===== src/rtl/sdram_seq_pkg.sv =====
package sdram_seq_pkg;

  // {cs_n, ras_n, cas_n, we_n}
  typedef enum logic [3:0] {
    CMD_MODE = 4'b0000,
    CMD_AREF = 4'b0001,
    CMD_PALL = 4'b0010,
    CMD_NOP  = 4'b0111
  } sd_cmd_e;

  typedef enum logic [2:0] {
    ST_SETTLE,
    ST_INITREF,
    ST_MODE,
    ST_EXTMODE,
    ST_LASTWAIT,
    ST_RUN
  } seq_state_e;

  function automatic int unsigned max_of(input int unsigned a, input int unsigned b);
    return (a > b) ? a : b;
  endfunction

endpackage


===== src/rtl/seq_gap_timer.sv =====
module seq_gap_timer #(
  parameter int unsigned W        = 8,
  parameter int unsigned INIT_VAL = 10
) (
  input  logic         clk,
  input  logic         rst,
  input  logic         load,
  input  logic [W-1:0] load_val,
  output logic         expired
);

  logic [W-1:0] remain;

  always_ff @(posedge clk) begin
    if (rst)
      remain <= W'(INIT_VAL);
    else if (load)
      remain <= load_val;
    else if (remain != '0)
      remain <= remain - 1'b1;
  end

  assign expired = (remain == '0);

endmodule


===== src/rtl/seq_refresh_tick.sv =====
module seq_refresh_tick #(
  parameter int unsigned INTERVAL = 1040
) (
  input  logic clk,
  input  logic rst,
  input  logic en,
  input  logic ack,
  output logic pend
);

  localparam int unsigned CW = (INTERVAL > 2) ? $clog2(INTERVAL) : 1;
  localparam logic [CW-1:0] LAST = CW'(INTERVAL - 1);

  logic [CW-1:0] cnt;
  logic          wrap;

  assign wrap = en && (cnt == LAST);

  always_ff @(posedge clk) begin
    if (rst) begin
      cnt  <= '0;
      pend <= 1'b0;
    end else begin
      if (en)
        cnt <= wrap ? '0 : cnt + 1'b1;
      if (wrap)
        pend <= 1'b1;
      else if (ack)
        pend <= 1'b0;
    end
  end

endmodule


===== src/rtl/seq_mode_words.sv =====
module seq_mode_words (
  input  logic [2:0]  burst_len,
  input  logic        burst_ilv,
  input  logic [2:0]  rd_lat,
  input  logic        single_wr,
  input  logic [2:0]  sr_area,
  input  logic [1:0]  drive,
  output logic [12:0] norm_word,
  output logic [12:0] ext_word
);

  always_comb begin
    norm_word        = '0;
    norm_word[2:0]   = burst_len;
    norm_word[3]     = burst_ilv;
    norm_word[6:4]   = rd_lat;
    norm_word[9]     = single_wr;
    ext_word         = '0;
    ext_word[2:0]    = sr_area;
    ext_word[6:5]    = drive;
  end

endmodule


===== src/rtl/sdram_bringup_seq.sv =====
module sdram_bringup_seq
  import sdram_seq_pkg::*;
#(
  parameter int unsigned T_PWRUP_CYC = 10000,
  parameter int unsigned T_RP_CYC    = 3,
  parameter int unsigned T_RC_CYC    = 9,
  parameter int unsigned T_MRD_CYC   = 2,
  parameter int unsigned N_INIT_REF  = 2,
  parameter int unsigned REF_INT_CYC = 1040
) (
  input  logic        clk,
  input  logic        rst,
  input  logic [2:0]  cfg_burst_len,
  input  logic        cfg_burst_ilv,
  input  logic [2:0]  cfg_rd_lat,
  input  logic        cfg_single_wr,
  input  logic [2:0]  cfg_sr_area,
  input  logic [1:0]  cfg_drive,
  input  logic        usr_req,
  output logic        usr_gnt,
  output logic        ready,
  output logic        cke,
  output logic        cs_n,
  output logic        ras_n,
  output logic        cas_n,
  output logic        we_n,
  output logic [1:0]  ba,
  output logic [12:0] addr
);

  localparam int unsigned T_MAX = max_of(max_of(T_PWRUP_CYC, T_RP_CYC), max_of(T_RC_CYC, T_MRD_CYC));
  localparam int unsigned TW    = $clog2(T_MAX + 1);
  localparam int unsigned NW    = (N_INIT_REF > 1) ? $clog2(N_INIT_REF) : 1;

  seq_state_e  state, nxt_state;
  sd_cmd_e     cmd_q, nxt_cmd;
  logic [1:0]  ba_q, nxt_ba;
  logic [12:0] addr_q, nxt_addr;
  logic        ready_q, gnt_q, nxt_gnt;
  logic [NW-1:0] nref_q, nxt_nref;
  logic        tm_load, tm_exp;
  logic [TW-1:0] tm_val;
  logic        ref_pend, ref_issue;
  logic [12:0] norm_word, ext_word;

  seq_gap_timer #(.W(TW), .INIT_VAL(T_PWRUP_CYC - 1)) u_gap (
    .clk(clk), .rst(rst), .load(tm_load), .load_val(tm_val), .expired(tm_exp)
  );

  seq_refresh_tick #(.INTERVAL(REF_INT_CYC)) u_tick (
    .clk(clk), .rst(rst), .en(ready_q), .ack(ref_issue), .pend(ref_pend)
  );

  seq_mode_words u_words (
    .burst_len(cfg_burst_len), .burst_ilv(cfg_burst_ilv), .rd_lat(cfg_rd_lat),
    .single_wr(cfg_single_wr), .sr_area(cfg_sr_area), .drive(cfg_drive),
    .norm_word(norm_word), .ext_word(ext_word)
  );

  always_comb begin
    nxt_state = state;
    nxt_cmd   = CMD_NOP;
    nxt_ba    = 2'b00;
    nxt_addr  = '0;
    nxt_nref  = nref_q;
    tm_load   = 1'b0;
    tm_val    = '0;
    ref_issue = 1'b0;
    case (state)
      ST_SETTLE: if (tm_exp) begin
        nxt_cmd      = CMD_PALL;
        nxt_addr[10] = 1'b1;
        tm_load      = 1'b1;
        tm_val       = TW'(T_RP_CYC - 1);
        nxt_state    = ST_INITREF;
      end
      ST_INITREF: if (tm_exp) begin
        nxt_cmd = CMD_AREF;
        tm_load = 1'b1;
        tm_val  = TW'(T_RC_CYC - 1);
        if (nref_q == NW'(N_INIT_REF - 1))
          nxt_state = ST_MODE;
        else
          nxt_nref = nref_q + 1'b1;
      end
      ST_MODE: if (tm_exp) begin
        nxt_cmd   = CMD_MODE;
        nxt_addr  = norm_word;
        tm_load   = 1'b1;
        tm_val    = TW'(T_MRD_CYC - 1);
        nxt_state = ST_EXTMODE;
      end
      ST_EXTMODE: if (tm_exp) begin
        nxt_cmd   = CMD_MODE;
        nxt_ba    = 2'b10;
        nxt_addr  = ext_word;
        tm_load   = 1'b1;
        tm_val    = TW'(T_MRD_CYC - 1);
        nxt_state = ST_LASTWAIT;
      end
      ST_LASTWAIT: if (tm_exp) nxt_state = ST_RUN;
      ST_RUN: if (ref_pend && !gnt_q && tm_exp) begin
        nxt_cmd   = CMD_AREF;
        tm_load   = 1'b1;
        tm_val    = TW'(T_RC_CYC - 1);
        ref_issue = 1'b1;
      end
      default: nxt_state = ST_SETTLE;
    endcase
    nxt_gnt = (state == ST_RUN) && usr_req &&
              (gnt_q || (!ref_pend && tm_exp && !ref_issue));
  end

  always_ff @(posedge clk) begin
    if (rst) begin
      state   <= ST_SETTLE;
      cmd_q   <= CMD_NOP;
      ba_q    <= 2'b00;
      addr_q  <= '0;
      nref_q  <= '0;
      ready_q <= 1'b0;
      gnt_q   <= 1'b0;
    end else begin
      state   <= nxt_state;
      cmd_q   <= nxt_cmd;
      ba_q    <= nxt_ba;
      addr_q  <= nxt_addr;
      nref_q  <= nxt_nref;
      ready_q <= (nxt_state == ST_RUN);
      gnt_q   <= nxt_gnt;
    end
  end

  assign cke     = 1'b1;
  assign {cs_n, ras_n, cas_n, we_n} = cmd_q;
  assign ba      = ba_q;
  assign addr    = addr_q;
  assign ready   = ready_q;
  assign usr_gnt = gnt_q;

  AST_GNT_NEEDS_READY: assert property (@(posedge clk) disable iff (rst)
    gnt_q |-> ready_q);
  AST_NOP_WHILE_GNT: assert property (@(posedge clk) disable iff (rst)
    gnt_q |-> (cmd_q == CMD_NOP));
  AST_READY_STICKY: assert property (@(posedge clk) disable iff (rst)
    ready_q |=> ready_q);
  AST_CMD_THEN_NOP: assert property (@(posedge clk) disable iff (rst)
    (cmd_q != CMD_NOP) |=> (cmd_q == CMD_NOP));
  AST_REF_AFTER_RELEASE: assert property (@(posedge clk) disable iff (rst)
    (ready_q && $past(ready_q) && cmd_q == CMD_AREF) |-> $past(!gnt_q));
  AST_NO_GNT_ON_PEND: assert property (@(posedge clk) disable iff (rst)
    $rose(gnt_q) |-> $past(!ref_pend));

endmodule


===== config.mk =====
export PLATFORM = sky130hd
export DESIGN_NAME = sdram_bringup_seq
export DESIGN_NICKNAME = d
export VERILOG_FILES = /design/src/rtl/sdram_seq_pkg.sv /design/src/rtl/seq_gap_timer.sv /design/src/rtl/seq_refresh_tick.sv /design/src/rtl/seq_mode_words.sv /design/src/rtl/sdram_bringup_seq.sv
export SDC_FILE = /design/constraint.sdc
export NUM_CORES = 1
export LEC_CHECK = 0
export BUFFER_PORTS_ARGS = -buffer_cell sky130_fd_sc_hd__buf_2
export CAP_MARGIN = 20
export CORE_ASPECT_RATIO = 0.5
export CORE_MARGIN = 2
export CORE_UTILIZATION = 58
export DETAILED_ROUTE_END_ITERATION = 10
export PLACE_DENSITY_LB_ADDON = 0.25
export SETUP_SLACK_MARGIN = 0.3
export SLEW_MARGIN = 15
export SYNTH_ARGS = -nofsm -noshare
export SYNTH_HDL_FRONTEND = slang
export SYNTH_SLANG_ARGS = --single-unit

===== constraint.sdc =====
create_clock -name clk -period 5.5 [get_ports clk]
set_clock_uncertainty 0.2 [all_clocks]
set_input_delay 0.55 -clock clk [delete_from_list [all_inputs] [get_ports clk]]
set_output_delay 0.55 -clock clk [all_outputs]
set_load 0.03 [all_outputs]

== After elaboration in Yosys (flattened, before gate mapping) ==
Index checks and enable logic that the tools add are counted.
Operators by class
  $add $sub $neg: 3
  reduce and logical (&&, ||, !) cells: 20
  equal/unequal tests: 7
  bitwise operators: 1
  mux-type cells: 33
Operators by type and width (count)
  14-bit one-hot mux with 4 select lines: 1
  3-bit two-way mux: 10
  14-bit two-way mux: 2
  10-bit one-hot mux with 2 select lines: 1
  3-bit one-hot mux with 6 select lines: 1
  14-bit logical NOT: 1
  14-bit nonzero test: 1
  14-bit by 1-bit subtractor with 14-bit output, second input constant: 1
  3-bit one-hot mux with 4 select lines: 1
  11-bit by 1-bit adder with 11-bit output, second input constant: 1
  11-bit equality test, second input constant: 1
  11-bit two-way mux: 1
  10-bit two-way mux: 1
  3-bit equality test, second input constant: 3
  4-bit two-way mux: 2
  1-bit logical AND: 7
  1-bit two-way mux: 7
  7-bit two-way mux: 1
  3-bit by 2-bit equality test with 1-bit output, second input constant: 2
  2-bit two-way mux: 2
  2-bit one-hot mux with 2 select lines: 1
  2-bit nonzero test: 2
  2-bit OR reduction: 2
  4-bit OR reduction: 1
  other kinds (9): 11
Word-level totals
  bits of input ports: 16
  register bits: 51
  word-level logic and storage cells: 74

== Longest topological paths before layout ==
Gate-level depths: netlist of run 1.
  depth after elaboration: 9
  gate-level depth with buffers: 8
  depth with buffers taken out: 6

== Hierarchy ==
From an unflattened synthesis of run 1, not the netlist that was laid out.
Second synthesis, totals
  cells, all modules: 286
  area total of the unflattened synthesis: 2529.9 sq um
Modules (own cells, without submodules)
  sdram_bringup_seq: cells an instance 99, area an instance 969.7 sq um, instances 1
  seq_gap_timer: cells an instance 98, area an instance 803.3 sq um, instances 1
  seq_refresh_tick: cells an instance 62, area an instance 558.0 sq um, instances 1
  seq_mode_words: cells an instance 27, area an instance 198.9 sq um, instances 1

== Worst setup path before layout of run 1 ==
No wires, ideal clock.
  path type: register to register
  from: reg u_gap.remain[0]
  to: reg cmd_q[1]
  data required time: 5.180 ns
  clock period less this slack: 2.508 ns
  stages on the path, launching flop included: 9
  arrival: 2.188 ns
  path buffers: 2
  setup slack: 2.992 ns
  library setup time: 0.120 ns
  cell sequence: dfxtp_1 inv_1 ha_1 or3b_1 clkbuf_1 or4_1 buf_2 or3_4 or2_1
Between the ends
  cells in the longest elaborated chain, start to end: 4
  elaborated cells between the ends (all ways): 6
  those cells by class: 4 x mux; 2 x reduce/logical
Ends and longest elaborated chain
  start, declared: RTL line seq_gap_timer.sv:12  | logic [W-1:0] remain;
  start signal, assigned: RTL line seq_gap_timer.sv:16  | remain <= W'(INIT_VAL);
  start signal, assigned: RTL line seq_gap_timer.sv:18  | remain <= load_val;
  start signal, assigned: RTL line seq_gap_timer.sv:20  | remain <= remain - 1'b1;
  14-bit logical NOT (*): RTL line seq_gap_timer.sv:23  | assign expired = (remain == '0);
  1-bit logical AND: RTL line sdram_bringup_seq.sv:102  | ST_RUN: if (ref_pend && !gnt_q && tm_exp) begin
  3-bit two-way mux: RTL line sdram_bringup_seq.sv:102
  3-bit one-hot mux with 4 select lines (*): RTL line sdram_bringup_seq.sv:69  | case (state)
  end signal, assigned: RTL line sdram_bringup_seq.sv:125  | cmd_q <= nxt_cmd;
  end, declared: RTL line sdram_bringup_seq.sv:36  | sd_cmd_e cmd_q, nxt_cmd;
Every way passes the cells marked *; elsewhere a longest branch is shown, timed or not.
A chain may end at the register's enable or synchronous reset.

== Final worst setup path of run 1 ==
  from: reg u_gap.remain[0]
  to: reg u_gap.remain[12]
Between the ends
  cells in the longest elaborated chain, start to end: 5
  elaborated cells between the ends (all ways): 10
  those cells by class: 1 x add/sub; 5 x mux; 4 x reduce/logical
Ends and longest elaborated chain
  branches (longest 5 deep; another with 14-bit by 1-bit subtractor with 14-bit output)
Several ways; the timed one is not identified. The select of a mux whose other input is x is not followed.

==> results.py, run 1 <==
metrics = {
    "global_routing": {
        "antenna_found_initial": 0,
        "grt_use_total_pct": 22.48,
        "gr-total-overflow": 0,
        "grt_pass1_vias": 1490,
        "grt_first_pass_wirelength_mm": 6.693,
        "grt_max_degree": 17,
    },
    "final_layout": {
        "mostFrequentLayoutCells": "dfxtp_1 (45), buf_2 (30), nor2_1 (22)",
        "fin_nets": 262,
        "antenna_cells": 0,
        "mostFrequentLayoutCell": "dfxtp_1",
        "area.growth.synth_to_final_pct": 12.42,
        "fin_area_sq_um": 2197,
        "drive_gt1_share_pct": 18.37,
    },
    "power_and_ir_drop": {
        "p_switching_uw": 121.0,
        "fin_total_pwr_uw": 569.2,
        "ir_worst_vdd_mv": 0.1223,
        "pwr-share-seq_pct": 57.9,
        "swShare_pct": 21.26,
        "power_leakage_uw": 0.0008383,
        "combPwrFrac_pct": 4.0,
        "powerDensity_nw_per_um2": 259.0,
        "clockPowerShare_pct": 38.1,
        "internal-power_uw": 448.2,
    },
    "outcome": {
        "run_status": "finished, final reports clean",
    },
    "routing": {
        "wl_met3_um": 207,
        "vias": 1644,
        "m1WireLength_mm": 1.769,
        "first_pass_iters": 4,
        "drc": 0,
        "routedWlPerCell_um": 13.89,
        "wirelength_mm": 3.960,
        "top_layer_used": "met4",
        "wl_met2_mm": 1.944,
        "routed_via_density": 5.768,
        "ant_nets": 0,
        "drt_iter0_drc": 118,
    },
    "worst_setup_path": {
        "cp_max_fo": 9,
        "path_class": "reg -> reg",
        "r2r_end": "u_gap.remain[12]",
        "required_ps": 5460,
        "crit_buf_inv": 1,
        "reg2reg_setup_slack_ps": 2740,
        "critPathArrivalTime_ps": 2710,
        "path_cells": "inv_1 > ha_1 > or3b_1 > or4_1 > o21ai_0 > nor2_1",
        "startpoint_type": "flop",
        "reg2reg_depth": 6,
        "max_stage_delay_ps": 660,
        "critPathTopFamily": "simple AND/OR/NAND/NOR gates",
        "r2r-start": "u_gap.remain[0]",
        "worstSetupEndpointType": "flop",
        "crit_slowest_cell": "or4_1",
    },
    "clock_network": {
        "post_cts.repair.setup_buffers": 0,
        "cts_buffers": 5,
        "clock_latency_ps": 290,
        "hold_buffers": 0,
        "clkSlewWorstSetupHoldPaths_ps": 80,
        "clk_path_buf_depth": 2,
        "cts_max_level": 2,
        "cts_tree": "built",
        "cts_resized": 0,
        "cts.sink_count": 45,
        "cts-root-buf": "clkbuf_8",
    },
    "hold_path": {
        "holdPathStages": 3,
        "holdPathEnd": "addr[6]",
        "hp-class": "in -> reg",
        "min_from": "cfg_rd_lat[2]",
    },
    "placed_design": {
        "placed_area_sq_um": 2096,
        "portBuffers": 30,
        "gp_congestion": 0.8213,
        "dp_hpwl_mm": 2.771,
    },
    "die": {
        "fp.dieW_um": 86.09,
        "die_h_um": 45.05,
        "row_count": 14,
        "coreArea_sq_um": 3100,
        "die_area_sq_um": 3878,
        "io_pins": 38,
        "initial_core_util_pct": 63.03,
    },
    "synthesis": {
        "syn_inst": 216,
        "ys_seq_area_share_pct": 46.09,
        "synth_flop_cell": "dfxtp_1",
        "async_flop_share_pct": 0,
        "avgSynthCellArea_sq_um": 9.048,
        "synth_area_sq_um": 1954,
        "synth_edf_count": 0,
        "yosysWarningCount": 0,
        "yosysUniqueCellTypes": 43,
        "ys_ff_latch": 45,
    },
    "sta": {
        "tns_ps": 0,
        "final-setup-viol-count": 0,
        "hold_viol_final": 0,
        "maxSlewViolCount": 0,
        "slew_headroom_pct": 55.08,
        "max_freq_mhz": 362.9,
        "min_period_ps": 2756,
        "min_period_over_period_pct": 50.11,
        "rsz0062_at_grt": "no",
        "tightest_slew_ps": 668.7,
        "whs_ps": 288.8,
    },
    "job": {
        "drv_cap": 0,
    },
}
==> stage by stage <==
stage	cells	setup WS [ps]	utilization [%]
after global placement	277	2829	67.59
after CTS	285	2737	70.86
after global routing	285	2524	70.86
after detailed placement	277	2747	67.59
after floorplan	221	2992	-
final	285	2744	70.86
==> power by group through the flow <==
stage	sequential [uW]	combinational, uW	clock (uW)
6_report	330	22.7	217
5_1_grt	330	25.2	238
4_1_cts	330	22.7	224
3_5_place_dp	337	22.5	0
3_3_place_gp	337	21.4	0
2_1_floorplan	337	18.1	0
==> state kept, by name (all words and copies together), names as in the netlist <==
name,count
addr,9
u_tick.pend,1
usr_gnt,1
ready,1
nref_q,1
state,3
cmd_q,3
u_gap.remain,14
ba,1
u_tick.cnt,11
==> synth_stat cells (all sizes together), types with 3 or more instances <==
library cell,number,area (sq um)
nand4,4,25.02
o21ai,7,35.03
buf,11,70.07
and4,3,26.28
or4,8,63.81
a211oi,3,22.52
nor2b,3,18.77
a21oi,14,70.07
nand2b,5,31.28
mux2i,7,70.07
dfxtp,45,900.9
o31ai,6,45.04
nand2,9,33.78
nor3,8,40.04
nor4,4,31.28
inv,6,22.52
xor2,7,61.31
nor2,22,82.58
nand3,8,40.04
nor3b,5,37.54
or2,3,18.77
or3,3,23.77
clkbuf,4,15.01
==> worst max-delay path by stage <==
stage | startpoint | endpoint | slack [ps] | cells after the start
global placement | u_gap.remain[0] | u_gap.remain[12] | 2830 | 6
finish | u_gap.remain[0] | u_gap.remain[12] | 2740 | 6
global route | u_gap.remain[0] | u_gap.remain[7] | 2520 | 6
detailed placement | u_gap.remain[0] | u_gap.remain[12] | 2750 | 6
floorplan | u_gap.remain[0] | cmd_q[1] | 2990 | 8
CTS | u_gap.remain[0] | u_gap.remain[12] | 2740 | 6
==> layout make-up <==
class / instances / area (sq um)
well taps: 40 / 50.05
repair buffers: 31 / 157.7
clock inverters: 1 / 5.005
flip-flops and latches: 45 / 900.9
fillers: 263 / 903.4
multi-input cells: 154 / 960.9
clock buffers: 7 / 96.34
inverters: 7 / 26.28
==> layer usage <==
metal,global-route usage (%),vias up
met1,27.05,768
met4,7.302,0
met5,0,-
met2,40.31,51
met3,6.033,5
li1,-,820
==> cell families after synthesis <==
logic type,count (synthesis),share of synthesized area (%)
AND/OR/NAND/NOR,92,26.95
flip-flops,45,46.09
AO/OA/AOI/OAI,37,11.97
XOR/XNOR,9,4.034
adder cells (fa/ha/maj),2,1.280
multiplexers,7,3.585
buffers and inverters,22,5.697
other,2,0.3843
==> worst register-to-register path: stages, from the launching register on <==
cell and delay, ps:
dfxtp_1 340, inv_1 90, ha_1 170, or3b_1 460
or4_1 660, o21ai_0 580, nor2_1 110
Power figures use the tool's default switching activity.
==> run 2: changes to the inputs <==
- CORE_UTILIZATION: 58 -> 49
- clock period: 5.5 -> 2.3 ns (I/O delays scaled with it)
==> run 2 against run 1 <==
Critical path depth stayed put. Combinational power grew to 4.0 times the previous value. Core utilization is 2.9 points lower. Total power is 130% higher. Via count is 8.0% higher. Worst setup slack worse by 2700 ps. Highest routed layer unchanged.
==> results.py, run 2 (synthesized netlist as in run 1, its figures left out) <==
metrics = {
    "placed_design": {
        "gp_congestion": 0.7610,
        "portBuffers": 30,
        "placed_area_sq_um": 2266,
        "dp_hpwl_mm": 2.965,
    },
    "sta": {
        "min_period_ps": 2266,
        "tns_ps": 0,
        "tightest_slew_ps": 639.7,
        "max_freq_mhz": 441.3,
        "hold_viol_final": 0,
        "whs_ps": 7.805,
        "slew_headroom_pct": 57.27,
        "min_period_over_period_pct": 98.53,
        "final-setup-viol-count": 0,
        "rsz0062_at_grt": "yes",
        "maxSlewViolCount": 0,
    },
    "final_layout": {
        "multi_input_area_sq_um": 1119,
        "mostFrequentLayoutCells": "dfxtp_1 (42), buf_2 (30), buf_4 (23)",
        "mostFrequentLayoutCell": "dfxtp_1",
        "antenna_cells": 0,
        "drive_gt1_share_pct": 33.94,
        "regArea_sq_um": 904.6,
        "largest_register": "u_gap.remain",
        "largest_reg_flops": 14,
        "n_fill_cell": 303,
        "fin_nets": 296,
        "fin_area_sq_um": 2626,
        "area.growth.synth_to_final_pct": 34.38,
    },
    "hold_path": {
        "holdPathStages": 3,
        "hp-class": "in -> reg",
    },
    "outcome": {
        "run_status": "finished, final reports clean",
    },
    "worst_setup_path": {
        "critPathTopFamily": "simple AND/OR/NAND/NOR gates",
        "crit_slowest_cell": "or4_4",
        "cp_max_fo": 2,
        "path_class": "reg -> reg",
        "critPathArrivalTime_ps": 2250,
        "crit_buf_inv": 1,
        "path_depth": 6,
        "required_ps": 2280,
        "reg2reg_depth": 6,
        "reg2reg_setup_slack_ps": 30,
        "path_cells": "inv_2 > ha_4 > or3b_4 > or4_4 > or3_4 > or2_1",
        "startpoint_type": "flop",
        "crit_end": "cmd_q[1]",
        "critPathLaunch": "u_gap.remain[1]",
        "r2r_end": "cmd_q[1]",
        "r2r-start": "u_gap.remain[1]",
        "max_stage_delay_ps": 500,
        "worstSetupEndpointType": "flop",
    },
    "die": {
        "row_count": 16,
        "die_h_um": 48.66,
        "die_area_sq_um": 4540,
        "io_pins": 38,
        "fp.dieW_um": 93.32,
        "initial_core_util_pct": 50.58,
        "coreArea_sq_um": 3864,
    },
    "global_routing": {
        "antenna_found_initial": 0,
        "grt_use_total_pct": 21.34,
        "grt_max_degree": 16,
        "grt_first_pass_wirelength_mm": 7.652,
        "grt_pass1_vias": 1688,
        "gr-total-overflow": 0,
    },
    "routing": {
        "wirelength_mm": 4.522,
        "vias": 1775,
        "ant_nets": 0,
        "drc": 0,
        "routed_via_density": 5.363,
        "drt_iter0_drc": 73,
        "first_pass_iters": 4,
        "routedWlPerCell_um": 13.66,
    },
    "power_and_ir_drop": {
        "fin_total_pwr_uw": 1325,
        "power_leakage_uw": 0.0009957,
        "ir_worst_vdd_mv": 0.2964,
        "powerDensity_nw_per_um2": 504.4,
    },
    "clock_network": {
        "clock_latency_ps": 290,
        "cts_max_level": 2,
        "clkSlewWorstSetupHoldPaths_ps": 80,
        "cts_tree": "built",
        "cts.sink_count": 45,
        "cts_buffers": 5,
        "cts-root-buf": "clkbuf_8",
        "clk_path_buf_depth": 2,
    },
    "job": {
        "drv_cap": 0,
    },
}
-- run 2: where the power goes --
group	switching, uW	leakage (uW)	internal, uW
Combinational	50.9	0.000592	39.2
Clock	248	0.0000399	200
Sequential	3.56	0.000363	783
-- run 2: metrics by stage --
| stage | setup WS, ps | utilization [%] | std cells |
|---|---|---|---|
| 2_1_floorplan | -195.1 | - | 221 |
| 3_3_place_gp | 50.12 | 58.65 | 308 |
| 3_5_place_dp | -69.41 | 58.65 | 308 |
| 4_1_cts | 56.80 | 66.29 | 330 |
| 5_1_grt | -6.786 | 67.97 | 331 |
| 6_report | 33.73 | 67.97 | 331 |
-- run 2: worst min path at each step --
stage	startpoint	end	slack [ps]
CTS	cfg_burst_ilv	addr[3]	6
detailed placement	cfg_burst_len[2]	addr[2]	270
global placement	cfg_burst_len[0]	addr[0]	260
finish	cfg_burst_len[1]	addr[1]	8
global route	cfg_burst_ilv	addr[3]	4
floorplan	rst	ready	120
-- run 2: layout make-up --
type | instances | share of cell area (%)
well taps | 54 | 2.573
multi-input cells | 155 | 42.59
repair buffers | 64 | 16.58
inverters | 7 | 1.000
clock inverters | 1 | 0.1906
clock buffers | 5 | 2.620
flip-flops and latches | 45 | 34.44
-- run 2: worst reg2reg max path, cell delays in order (launching register included) --
cell     delay, ps
dfxtp_2        340
inv_2           70
ha_4           130
or3b_4         380
or4_4          500
or3_4          340
or2_1          210
-- run 2: repair_timing --
item	4_1_cts	5_1_grt
endpoints found under the hold margin	6	0
resized for setup	19	12
buffers inserted	5	1
cloned	2	0
setup endpoints to repair	30	34
hold buffers	9	0
pin swaps	15	3
-- run 2: layer usage --
layer / part of all wire (%) / GRT usage [%] / vias up
met1: 45 / 26.55 / 834
met5: 0 / 0 / -
met2: 49 / 36.69 / 42
li1: - / - / 891
met3: 4.8 / 6.231 / 8
met4: 1.4 / 5.147 / 0
